===== config.mk =====
export PLATFORM = sky130hd
export DESIGN_NAME = gei_ctrl
export DESIGN_NICKNAME = d
export VERILOG_FILES = /design/src/rtl/gei_pkg.sv /design/src/rtl/gei_sync_edge.sv /design/src/rtl/gei_edge_status.sv /design/src/rtl/gei_vec_map.sv /design/src/rtl/gei_ctrl.sv
export SDC_FILE = /design/constraint.sdc
export NUM_CORES = 1
export LEC_CHECK = 0
export ABC_CLOCK_PERIOD_IN_PS = 3300
export BUFFER_PORTS_ARGS = -buffer_cell sky130_fd_sc_hd__buf_2
export CAP_MARGIN = 5
export CORE_MARGIN = 4
export CORE_UTILIZATION = 40
export DETAILED_ROUTE_END_ITERATION = 12
export GPL_TIMING_DRIVEN = 0
export PLACE_DENSITY = 0.68
export SYNTH_ARGS = -nofsm -noshare
export SYNTH_HDL_FRONTEND = slang
export SYNTH_SLANG_ARGS = --single-unit

===== constraint.sdc =====
create_clock -name clk -period 3.3 [get_ports clk]
set_input_delay 0.33 -clock clk [delete_from_list [all_inputs] [get_ports clk]]
set_output_delay 0.33 -clock clk [all_outputs]
set_load 0.1 [all_outputs]

===== src/rtl/gei_pkg.sv =====
package gei_pkg;
    localparam int ADDR_W = 3;

    typedef enum logic [ADDR_W-1:0] {
        REG_RISE = 3'd0,
        REG_FALL = 3'd1,
        REG_STAT = 3'd2,
        REG_MASK = 3'd3,
        REG_PEND = 3'd4
    } reg_sel_e;
endpackage


===== src/rtl/gei_sync_edge.sv =====
module gei_sync_edge #(
    parameter int W = 32
) (
    input  logic         clk,
    input  logic         rst_n,
    input  logic [W-1:0] pin_i,
    input  logic [W-1:0] rise_en_i,
    input  logic [W-1:0] fall_en_i,
    output logic [W-1:0] edge_hit_o
);
    typedef struct packed {
        logic [W-1:0] s1;
        logic [W-1:0] s2;
        logic [W-1:0] s3;
    } sync_t;

    sync_t st_d, st_q;

    always_comb begin
        st_d    = st_q;
        st_d.s1 = pin_i;
        st_d.s2 = st_q.s1;
        st_d.s3 = st_q.s2;
    end

    always_ff @(posedge clk or negedge rst_n) begin
        if (!rst_n) st_q <= '0;
        else        st_q <= st_d;
    end

    for (genvar i = 0; i < W; i++) begin : g_pin
        assign edge_hit_o[i] = (rise_en_i[i] &  st_q.s2[i] & ~st_q.s3[i])
                             | (fall_en_i[i] & ~st_q.s2[i] &  st_q.s3[i]);
    end

    // a pin with both detectors off never reports an edge
    a_r3_disabled_pin_quiet: assert property (@(posedge clk) disable iff (!rst_n)
        ((edge_hit_o & ~(rise_en_i | fall_en_i)) == '0));
endmodule


===== src/rtl/gei_edge_status.sv =====
module gei_edge_status #(
    parameter int W = 32
) (
    input  logic         clk,
    input  logic         rst_n,
    input  logic [W-1:0] edge_hit_i,
    input  logic [W-1:0] clr_i,
    output logic [W-1:0] stat_o
);
    typedef struct packed {
        logic [W-1:0] flags;
    } stat_t;

    stat_t st_d, st_q;

    always_comb begin
        st_d       = st_q;
        st_d.flags = (st_q.flags & ~clr_i) | edge_hit_i;
    end

    always_ff @(posedge clk or negedge rst_n) begin
        if (!rst_n) st_q <= '0;
        else        st_q <= st_d;
    end

    assign stat_o = st_q.flags;

    // a set bit survives every cycle without a clearing one
    a_r4_sticky: assert property (@(posedge clk) disable iff (!rst_n)
        1'b1 |=> (((($past(stat_o) & ~$past(clr_i))) & ~stat_o) == '0));

    // an edge in the clearing cycle keeps the bit set
    a_r5_edge_wins: assert property (@(posedge clk) disable iff (!rst_n)
        1'b1 |=> ((($past(edge_hit_i) & $past(clr_i)) & ~stat_o) == '0));

    // a status bit becomes set only from a detected edge
    a_r2_no_stray_set: assert property (@(posedge clk) disable iff (!rst_n)
        1'b1 |=> (((stat_o & ~$past(stat_o)) & ~$past(edge_hit_i)) == '0));
endmodule


===== src/rtl/gei_vec_map.sv =====
module gei_vec_map #(
    parameter int GPIO_W = 32,
    parameter int DED_N  = 11,
    parameter int VEC_W  = 32,
    parameter int PER_N  = VEC_W - DED_N - 1
) (
    input  logic [GPIO_W-1:0] stat_i,
    input  logic [PER_N-1:0]  periph_i,
    input  logic [VEC_W-1:0]  mask_i,
    output logic [VEC_W-1:0]  pend_o,
    output logic              irq_o
);
    localparam int LUMP_V = DED_N;
    localparam int PER_LO = DED_N + 1;

    logic [VEC_W-1:0] raw;

    for (genvar v = 0; v < DED_N; v++) begin : g_ded
        assign raw[v] = stat_i[v];
    end

    assign raw[LUMP_V] = |stat_i[GPIO_W-1:DED_N];

    for (genvar k = 0; k < PER_N; k++) begin : g_per
        assign raw[PER_LO+k] = periph_i[k];
    end

    assign pend_o = raw & mask_i;
    assign irq_o  = |pend_o;
endmodule


===== src/rtl/gei_ctrl.sv =====
module gei_ctrl
    import gei_pkg::*;
#(
    parameter int GPIO_W = 32,
    parameter int DED_N  = 11,
    parameter int DATA_W = 32
) (
    input  logic                      clk,
    input  logic                      rst_n,
    input  logic [GPIO_W-1:0]         gpio_in,
    input  logic [DATA_W-DED_N-2:0]   periph_req,
    input  logic                      reg_wr,
    input  logic [ADDR_W-1:0]         reg_addr,
    input  logic [DATA_W-1:0]         reg_wdata,
    output logic [DATA_W-1:0]         reg_rdata,
    output logic [DATA_W-1:0]         pend_vec,
    output logic                      irq
);
    localparam int PER_N  = DATA_W - DED_N - 1;
    localparam int LUMP_V = DED_N;

    typedef struct packed {
        logic [GPIO_W-1:0] rise_en;
        logic [GPIO_W-1:0] fall_en;
        logic [DATA_W-1:0] vec_en;
    } cfg_t;

    cfg_t cfg_d, cfg_q;

    logic [GPIO_W-1:0] edge_hit;
    logic [GPIO_W-1:0] clr_mask;
    logic [GPIO_W-1:0] stat;

    always_comb begin
        cfg_d    = cfg_q;
        clr_mask = '0;
        if (reg_wr) begin
            case (reg_addr)
                REG_RISE: cfg_d.rise_en = reg_wdata[GPIO_W-1:0];
                REG_FALL: cfg_d.fall_en = reg_wdata[GPIO_W-1:0];
                REG_STAT: clr_mask      = reg_wdata[GPIO_W-1:0];
                REG_MASK: cfg_d.vec_en  = reg_wdata;
                default:  ;
            endcase
        end
    end

    always_ff @(posedge clk or negedge rst_n) begin
        if (!rst_n) cfg_q <= '0;
        else        cfg_q <= cfg_d;
    end

    gei_sync_edge #(.W(GPIO_W)) i_sync (
        .clk        (clk),
        .rst_n      (rst_n),
        .pin_i      (gpio_in),
        .rise_en_i  (cfg_q.rise_en),
        .fall_en_i  (cfg_q.fall_en),
        .edge_hit_o (edge_hit)
    );

    gei_edge_status #(.W(GPIO_W)) i_stat (
        .clk        (clk),
        .rst_n      (rst_n),
        .edge_hit_i (edge_hit),
        .clr_i      (clr_mask),
        .stat_o     (stat)
    );

    gei_vec_map #(
        .GPIO_W (GPIO_W),
        .DED_N  (DED_N),
        .VEC_W  (DATA_W),
        .PER_N  (PER_N)
    ) i_map (
        .stat_i   (stat),
        .periph_i (periph_req),
        .mask_i   (cfg_q.vec_en),
        .pend_o   (pend_vec),
        .irq_o    (irq)
    );

    always_comb begin
        reg_rdata = '0;
        case (reg_addr)
            REG_RISE: reg_rdata = DATA_W'(cfg_q.rise_en);
            REG_FALL: reg_rdata = DATA_W'(cfg_q.fall_en);
            REG_STAT: reg_rdata = DATA_W'(stat);
            REG_MASK: reg_rdata = cfg_q.vec_en;
            REG_PEND: reg_rdata = pend_vec;
            default:  reg_rdata = '0;
        endcase
    end

    // nothing passes a cleared vector-enable bit
    a_r8_masked_silent: assert property (@(posedge clk) disable iff (!rst_n)
        ((pend_vec & ~cfg_q.vec_en) == '0));

    // the interrupt line rises only with some pending vector
    a_r8_irq_has_source: assert property (@(posedge clk) disable iff (!rst_n)
        irq |-> (pend_vec != '0));

    // the lumped vector needs a set status bit among the shared pins
    a_r6_lump_backed: assert property (@(posedge clk) disable iff (!rst_n)
        pend_vec[LUMP_V] |-> (|stat[GPIO_W-1:DED_N]));

    // a write to the pending address leaves configuration unchanged
    a_r9_pend_ro: assert property (@(posedge clk) disable iff (!rst_n)
        (reg_wr && reg_addr == REG_PEND) |=> $stable(cfg_q));
endmodule


==> flow_summary.yaml, run 1 <==
critical_path:
  cp-start-kind: "flop"
  cp.required_ns: 2.97
  arrival_ns: 2.86
  crit_fanout: 4
  critPathKind: "reg -> out"
  end_kind: "primary output"
run:
  timing.max_cap.violations: 0
placed_design:
  placement.cell_area_mm2: 0.0104
  hpwlAfterDp_um: 16300
  place.gp.congestion: 0.818
  port_buffers: 154
final_layout:
  nets: 1034
  final_core_util_pct: 51.2
  area_delta_synth_final_pct: 25.6
  final_area_mm2: 0.0116
  drive_above_1_share_pct: 37.3
cts:
  cts_max_level: 1
  cts-root-buf: "clkbuf_16"
  clkLatencyLatePin_ns: 0.53
  clock_path_buffers: 3
  clk_pin_slew_ns: 0.06
  cts.sinks: 224
  tritoncts: "yes"
  cts_setup_buffers: 0
  cts_buffers: 25
pwr:
  finalPower_w: 0.00831
  leakage_nw: 5.20
  vdd_drop_max_mv: 0.479
  power_density_mw_per_mm2: 716
logic_synthesis:
  syn_area_per_cell_um2: 12.7
  synth_top_area_share_pct: 60.7
  ys.flop_type: "dfrtp_1"
  ys_warn_count: 0
  syn_inst: 728
  synth_seq_cells: 224
  synth_cell_types: 33
  synth_edf_count: 0
  synth_nets: 818
  synthTopCellsByArea: "dfrtp_1, mux2_2, nand2_1"
  async_flop_share_pct: 100
  synth_top_area_cell: "dfrtp_1"
  syn-cell-area_mm2: 0.00923
  ys_seq_area_share_pct: 60.7
sta:
  clock.fmax_mhz: 313
  setup_viol: 0
  tightest_slew_ns: 0.701
  grt_setup_unrepaired: "no"
  period_share_pct: 96.8
  period_needed_ns: 3.19
  hold_viol_final: 0
  tns_ns: 0
  fin_skew_ns: 0.0141
  slew_headroom_pct: 53.3
  slew_violations: 0
status:
  status: "finished clean"
drt:
  wl_per_cell_um: 19.4
  drt-initial-drc-count: 422
  vias_per_cell: 5.36
  vias: 6700
  ant_nets: 0
  routed_wl_um: 24300
  dr.pass1.iters: 5
  drcViolationCount: 0
floorplanning:
  rows: 55
  core_mm2: 0.0226
  die_h_um: 160
  fp.dieW_um: 160
  io-pin-count: 155
  start_util_pct: 40.8
  dieArea_mm2: 0.0256
global_route:
  grt_pass1_wl_um: 38700
  grt_pass1_vias: 6895
  antenna_found_initial: 7
  grt_overflow: 0
  grt_use_total_pct: 18.9
  grt_max_degree: 103
min_path:
  min_path_type: "in -> reg"
==> report_power, final <==
part	switching (W)	internal [W]	leakage, nW
sequential	0.000294	0.00313	2.58
clock	0.00114	0.00164	0.407
combinational	0.00148	0.000625	2.21
==> final cells by class <==
cell class / instances / area [um2]
diodes: 3 / 7.51
flip-flops and latches: 224 / 5610
multi-input cells: 453 / 3380
clock buffers: 30 / 684
plain buffers: 37 / 201
inverters: 14 / 52.6
repair buffers: 189 / 1170
fillers: 1965 / 11000
clock inverters: 15 / 140
well taps: 285 / 357
==> critical path, cell delays in order, from the launching register on <==
cell       delay (ns)
dfrtp_1          0.41
and2_1           0.20
or4_1            0.55
nor4_1           0.50
o2111ai_1        0.31
buf_2            0.37
==> metrics by stage <==
step	hold slack (ns)	cells	setup slack [ns]
after floorplan	0.0344	728	0.0339
after global placement	0.331	1167	-2.04
after detailed placement	0.240	1169	0.536
after CTS	0.0601	1247	0.0701
after global routing	0.0758	1250	0.0298
final	0.0755	1250	0.107
==> Yosys cell counts (5+ instances only) <==
master    instances
mux2_2          110
clkbuf_1         10
buf_4             5
mux2i_1          11
a21oi_1          22
o22ai_1          31
nor2_1           13
o211ai_1         32
buf_2            17
nand3b_1         32
a22oi_1          38
and2_1           13
or4_1             7
inv_1            14
nand2_1          96
nor4_1            7
mux2_1            5
and2_2           15
dfrtp_1         224
==> layout by cell type, fill, tap and decap left out, types with 8 or more instances in the layout <==
cell	n
clkbuf_1	11
nand2_1	96
clkbuf_16	25
nor2_1	13
a21oi_1	22
buf_2	170
dfrtp_1	224
dlygate4sd3_1	33
and2_2	15
clkinv_2	8
o211ai_1	32
and2_1	13
a22oi_1	38
inv_1	14
mux2i_1	11
o22ai_1	31
nand3b_1	32
mux2_2	110
==> metal layers <==
layer	GRT usage (%)	part of all wire (%)	vias up
met5	0	0.16	-
met1	26.3	44	3330
met4	5.16	2.3	8
met3	4.95	7.0	51
li1	-	-	3061
met2	29.6	46	250
==> logic make-up after synthesis <==
group,after synthesis,synth area share (%)
mux,128,15.7
buf+inv,51,2.75
compound gates,125,9.13
flops,224,60.7
simple gates,200,11.7
==> registers in the layout (all words and copies together) (netlist names) <==
register and cells:
cfg_q 96, i_stat.stat_o 32, i_sync.st_q 32, i_sync.st_d 64
==> final timing paths <==
kind,startpoint,endpoint,slack (ns),cells past startpoint
worst max-delay path,i_stat.stat_o[1],irq,0.11,5
worst min-delay path,reg_wdata[15],cfg_q[79],0.08,2
worst max register to register,cfg_q[69],cfg_q[69],2.50,1
worst min register to register,i_sync.st_d[59],i_sync.st_d[27],0.34,0
max in group asynchronous,rst_n,cfg_q[6],1.82,4
min in group asynchronous,rst_n,cfg_q[24],0.27,2
==> timing repair <==
item	CTS	global route
hold endpoints to repair	76	0
endpoints found under the setup margin	1	0
resized for setup	1	0
hold buffers	33	0
No activity file was read; power rests on OpenSTA's default activity.
==> run 2: changes to the inputs <==
--- a/config.mk
+++ b/config.mk
@@ -5,10 +5,9 @@
 export SDC_FILE = /design/constraint.sdc
 export NUM_CORES = 1
 export LEC_CHECK = 0
-export ABC_CLOCK_PERIOD_IN_PS = 3300
+export ABC_CLOCK_PERIOD_IN_PS = 3050
 export BUFFER_PORTS_ARGS = -buffer_cell sky130_fd_sc_hd__buf_2
 export CAP_MARGIN = 5
-export CORE_MARGIN = 4
 export CORE_UTILIZATION = 40
 export DETAILED_ROUTE_END_ITERATION = 12
 export GPL_TIMING_DRIVEN = 0
==> constraint.sdc (replaced) <==
create_clock -name clk -period 3.05 [get_ports clk]
set_input_delay 0.305 -clock clk [delete_from_list [all_inputs] [get_ports clk]]
set_output_delay 0.305 -clock clk [all_outputs]
set_load 0.1 [all_outputs]
==> run 2 against run 1 <==
Against the previous run: critical path type unchanged; sequential cell count is the same; combinational power grew 9%; clock power up 2%; largest cell class unchanged; non-clock buffer count stayed put; global-route usage increased by 1.1 points; register-to-register slack got worse by 0.27 ns; power rose by 6.3%.
==> flow_summary.yaml, run 2 (same netlist as run 1, synthesis figures left out) <==
final_layout:
  regArea_mm2: 0.00561
  final_area_mm2: 0.0116
  fill_cells: 1987
  fin_cells: 1243
  drive_above_1_share_pct: 37.3
  layout_commonest_cell: "dfrtp_1"
  nets: 1033
  layout_common_cells: "dfrtp_1, buf_2, mux2_2"
  area_delta_synth_final_pct: 25.4
  regMostFlops: "cfg_q"
  largest_register_ffs: 96
  multi_input_area_mm2: 0.00343
cts:
  clock_path_buffers: 3
  clkLatencyLatePin_ns: 0.51
  cts_setup_buffers: 0
  clk_pin_slew_ns: 0.06
  cts.sinks: 224
  tritoncts: "yes"
  cts-root-buf: "clkbuf_16"
  cts_buffers: 24
  cts_max_level: 1
drt:
  vias: 6708
  vias_per_cell: 5.40
  dr_wl_met3_um: 1680
  drcViolationCount: 0
  ant_nets: 0
  routed_wl_um: 23500
  routed.top_layer: "met5"
  dr.pass1.iters: 5
  drt-initial-drc-count: 351
  routed-wl-met2_um: 10900
  wl_met1_um: 10300
  wl_per_cell_um: 18.9
sta:
  holdWs_ns: 0.0606
  slew_violations: 0
  slew_headroom_pct: 53.4
  fin_skew_ns: 0.00439
  setup_viol: 0
  clock.fmax_mhz: 338
  tightest_slew_ns: 0.699
  hold_viol_final: 0
  period_share_pct: 97.0
  period_needed_ns: 2.96
  grt_setup_unrepaired: "no"
  finalWorstSetupSlack_ns: 0.0917
global_route:
  grt_overflow: 0
  grt_use_total_pct: 20.0
  grt_pass1_vias: 6578
  grt_pass1_wl_um: 36500
  grt_max_degree: 78
  antenna_found_initial: 3
pwr:
  switching_power_w: 0.00308
  vdd_drop_max_mv: 0.639
  power_frac_comb_pct: 25.9
  seqPwrFrac_pct: 42.0
  power_density_mw_per_mm2: 763
  clkPwrFrac_pct: 32.1
  switching_share_pct: 34.8
  internal-power_w: 0.00575
  leakage_nw: 5.17
critical_path:
  end_kind: "primary output"
  crit_slowest_cell: "or4_1"
  timing.rr.start: "cfg_q[37]"
  cp.required_ns: 2.74
  reg2reg_depth: 1
  r2r-end: "cfg_q[37]"
  arrival_ns: 2.65
  critPathKind: "reg -> out"
  reg2reg_setup_slack_ns: 2.23
  slowest_delay_ns: 0.60
  crit_chain: "and2_4 > or4_1 > nor4_2 > o2111ai_1 > buf_4"
  crit_fanout: 3
  cp-start-kind: "flop"
placed_design:
  dp_cells: 1169
  port_buffers: 154
  placement.cell_area_mm2: 0.0105
  place.gp.congestion: 0.860
  hpwlAfterDp_um: 15900
  dp_slack_ns: 0.311
floorplanning:
  fp.dieW_um: 154
  die_h_um: 154
  io-pin-count: 155
  dieArea_mm2: 0.0237
  rows: 55
  core_mm2: 0.0226
  start_util_pct: 40.8
min_path:
  min_path_cells: 2
  min_path_type: "in -> reg"
  hold_path_end: "cfg_q[69]"
  hp-start: "reg_wdata[5]"
run:
  timing.max_cap.violations: 0
status:
  status: "finished clean"
[run 2: per-layer routing]
layer | track usage, % | vias to the layer above
met1 | 26.4 | 3362
li1 | - | 3054
met5 | 0 | -
met3 | 5.24 | 50
met4 | 6.43 | 2
met2 | 31.9 | 240
[run 2: timing repair]
action | 4_1_cts | 5_1_grt
gates resized for setup | 2 | 4
setup endpoints to repair | 1 | 1
hold endpoints to repair | 106 | 0
hold buffers | 33 | 0
pin swaps | 0 | 0
[run 2: worst max path at each step]
stage | startpoint | to | slack [ns] | depth (start not counted)
6_report | cfg_q[25] | irq | 0.09 | 5
4_1_cts | i_stat.stat_o[9] | irq | 0.02 | 5
5_1_grt | i_stat.stat_o[1] | irq | 0.03 | 5
3_3_place_gp | rst_n | i_sync.st_d[38] | -2.23 | 1
3_5_place_dp | i_stat.stat_o[9] | irq | 0.31 | 5
2_1_floorplan | cfg_q[24] | irq | 0.0004 | 4
[run 2: critical path, delay by kind of cell (launching register included)]
family          cells  cell delay, ns
simple gates        3            1.16
flops               1            0.40
buf+inv             1            0.31
compound gates      1            0.26
[run 2: stage by stage]
stage	setup TNS (ns)	total power [W]	util (%)
6_report	0	0.00883	51.1
5_1_grt	0	0.00919	51.1
4_1_cts	0	0.00891	51.0
3_5_place_dp	0	0.00600	46.2
3_3_place_gp	-494.96	0.00595	45.9
2_1_floorplan	0	0.00547	-
[run 2: layout make-up]
| class | instances | area share (%) |
|---|---|---|
| sequential | 224 | 48.4 |
| multi-input combinational | 453 | 29.6 |
| timing repair buffer | 189 | 10.1 |
| clock buffer | 29 | 5.62 |
| tap | 285 | 3.08 |
| buffer | 37 | 1.74 |
| clock inverter | 10 | 0.983 |
| inverter | 14 | 0.454 |
| antenna | 2 | 0.0432 |
[run 2: power groups by stage]
stage / Clock (W) / Sequential [W] / Combinational [W]
final: 0.00283 / 0.00371 / 0.00228
after global routing: 0.00302 / 0.00377 / 0.00241
after CTS: 0.00291 / 0.00371 / 0.00229
after detailed placement: 0 / 0.00376 / 0.00224
after global placement: 0 / 0.00375 / 0.00220
after floorplan: 0 / 0.00365 / 0.00182
==> run 3: changes to the inputs <==
--- a/config.mk
+++ b/config.mk
@@ -5,13 +5,14 @@
 export SDC_FILE = /design/constraint.sdc
 export NUM_CORES = 1
 export LEC_CHECK = 0
-export ABC_CLOCK_PERIOD_IN_PS = 3050
+export ABC_CLOCK_PERIOD_IN_PS = 2600
 export BUFFER_PORTS_ARGS = -buffer_cell sky130_fd_sc_hd__buf_2
 export CAP_MARGIN = 5
 export CORE_UTILIZATION = 40
 export DETAILED_ROUTE_END_ITERATION = 12
 export GPL_TIMING_DRIVEN = 0
-export PLACE_DENSITY = 0.68
+export PLACE_DENSITY = 0.7
+export SKIP_LAST_GASP = 1
 export SYNTH_ARGS = -nofsm -noshare
 export SYNTH_HDL_FRONTEND = slang
 export SYNTH_SLANG_ARGS = --single-unit
==> constraint.sdc (replaced) <==
create_clock -name clk -period 2.6 [get_ports clk]
set_input_delay 0.26 -clock clk [delete_from_list [all_inputs] [get_ports clk]]
set_output_delay 0.26 -clock clk [all_outputs]
set_load 0.1 [all_outputs]
==> run 3 against run 2 <==
Against the previous run: power grew 20%; the run now ends with setup timing left; clock power increased by 18%; critical path type unchanged; sequential power increased by 18%; core utilization rose by 1.6 points; die area is the same; clock-buffer cell count grew 8; non-clock buffer count up 8.
==> flow_summary.yaml, run 3 (same netlist as run 1, synthesis figures left out) <==
critical_path:
  crit_fanout: 3
  reg2reg_depth: 2
  cp-start-kind: "flop"
  crit_slowest_cell: "or4_4"
  crit_chain: "and2_4 > or4_4 > nor4_4 > o2111ai_4 > buf_12"
  end_kind: "primary output"
  cp.required_ns: 2.34
  r2r-end: "cfg_q[24]"
  slowest_delay_ns: 0.57
  reg2reg_setup_slack_ns: 1.70
  critPathKind: "reg -> out"
  cp_top_family: "simple AND/OR/NAND/NOR gates"
  arrival_ns: 2.41
  path_buf_inv: 1
  timing.rr.start: "cfg_q[24]"
floorplanning:
  die_h_um: 154
  io-pin-count: 155
  dieArea_mm2: 0.0237
  start_util_pct: 40.8
  fp.dieW_um: 154
  core_mm2: 0.0226
  rows: 55
sta:
  setup_viol: 1
  tightest_slew_ns: 0.917
  grt_setup_unrepaired: "yes"
  tns_ns: -0.0664
  slew_headroom_pct: 38.9
  holdWs_ns: 0.0145
  period_needed_ns: 2.67
  slew_violations: 0
  fin_skew_ns: 0.00537
  period_share_pct: 103
  hold_viol_final: 0
  finalWorstSetupSlack_ns: -0.0664
  clock.fmax_mhz: 375
min_path:
  min_path_type: "in -> reg"
  min_path_cells: 2
  hold_path_end: "cfg_q[68]"
  hp-start: "reg_wdata[4]"
final_layout:
  largest_register_ffs: 96
  area_delta_synth_final_pct: 29.4
  layout_common_cells: "dfrtp_1, buf_2, mux2_2"
  layout_commonest_cell: "dfrtp_1"
  nets: 1041
  regMostFlops: "cfg_q"
  drive_above_1_share_pct: 41.9
status:
  status: "finished, violations left"
  violations: "setup timing"
pwr:
  vdd_drop_max_mv: 0.706
  leakage_nw: 5.32
  power_density_mw_per_mm2: 884
placed_design:
  dp_slack_ns: -0.232
  place.gp.congestion: 0.823
  port_buffers: 154
  hpwlAfterDp_um: 16000
drt:
  routed_wl_um: 24000
  wl_per_cell_um: 19.1
  ant_nets: 0
  dr.pass1.iters: 5
  drcViolationCount: 0
  vias_per_cell: 5.32
  vias: 6677
  drt-initial-drc-count: 341
cts:
  cts-root-buf: "clkbuf_16"
  clk_pin_slew_ns: 0.06
  cts_buffers: 24
  clock_path_buffers: 3
  cts.sinks: 224
  tritoncts: "yes"
  clkLatencyLatePin_ns: 0.51
  cts_max_level: 1
global_route:
  grt_use_total_pct: 20.6
  antenna_found_initial: 4
  grt_pass1_wl_um: 37600
  grt_overflow: 0
  grt_pass1_vias: 6798
  grt_max_degree: 119
run:
  timing.max_cap.violations: 0
-- run 3: changes by cell type in the layout (fill, tap and decap cells not counted), sizes merged --
cell,previous run,this run
clkbuf,39,47
diode,2,3
dlygate4sd3,33,34
buf,183,190
clkinvlp,4,1
bufinv,2,1
-- run 3: worst max-delay path by stage --
stage,start,endpoint,slack (ns),depth (start not counted)
after floorplan,i_stat.stat_o[1],irq,0.0007,4
after detailed placement,i_stat.stat_o[5],irq,-0.23,5
after CTS,i_stat.stat_o[3],irq,-0.16,5
after global placement,rst_n,i_sync.st_d[41],-2.65,1
final,cfg_q[24],irq,-0.07,5
after global routing,i_stat.stat_o[3],irq,-0.12,5
-- run 3: layout make-up --
type	count	area [um2]
flip-flops and latches	224	5610
diodes	3	7.51
clock buffers	37	721
well taps	285	357
multi-input cells	453	3700
plain buffers	37	201
inverters	14	52.6
clock inverters	6	57.6
fillers	1937	10700
repair buffers	197	1240
-- run 3: through the flow --
step,util [%],area [um2],power (W),instances
floorplan,-,9440,0.00648,728
global placement,46.7,10600,0.00705,1167
detailed placement,46.8,10600,0.00711,1168
CTS,52.3,11800,0.0106,1247
global route,52.8,11900,0.0110,1256
finish,52.8,11900,0.0106,1256
-- run 3: repair_timing --
item	in CTS	in global routing
cloned	0	0
hold buffers	33	1
gates resized for setup	23	12
buffers inserted	3	5
hold endpoints to repair	149	1
setup endpoints to repair	3	3
pin swaps	5	9
-- run 3: report_power, final --
| part | internal [W] | total, W | switching, W |
|---|---|---|---|
| combinational | 0.000905 | 0.00285 | 0.00195 |
| sequential | 0.00398 | 0.00436 | 0.000383 |
| clock | 0.00200 | 0.00335 | 0.00135 |
-- run 3: worst reg2reg max path: cells and delay by family (launching register included) --
family   cells  cell delay [ns]
mux          1             0.26
buf+inv      1             0.14
flops        1             0.38
-- run 3: layer usage --
layer / track usage, % / up-vias / part of all wire [%]
met5: 0 / - / 0.042
met4: 7.62 / 2 / 2.8
met3: 3.33 / 49 / 5.5
met2: 34.2 / 208 / 49
met1: 27.3 / 3336 / 43
li1: - / 3082 / -
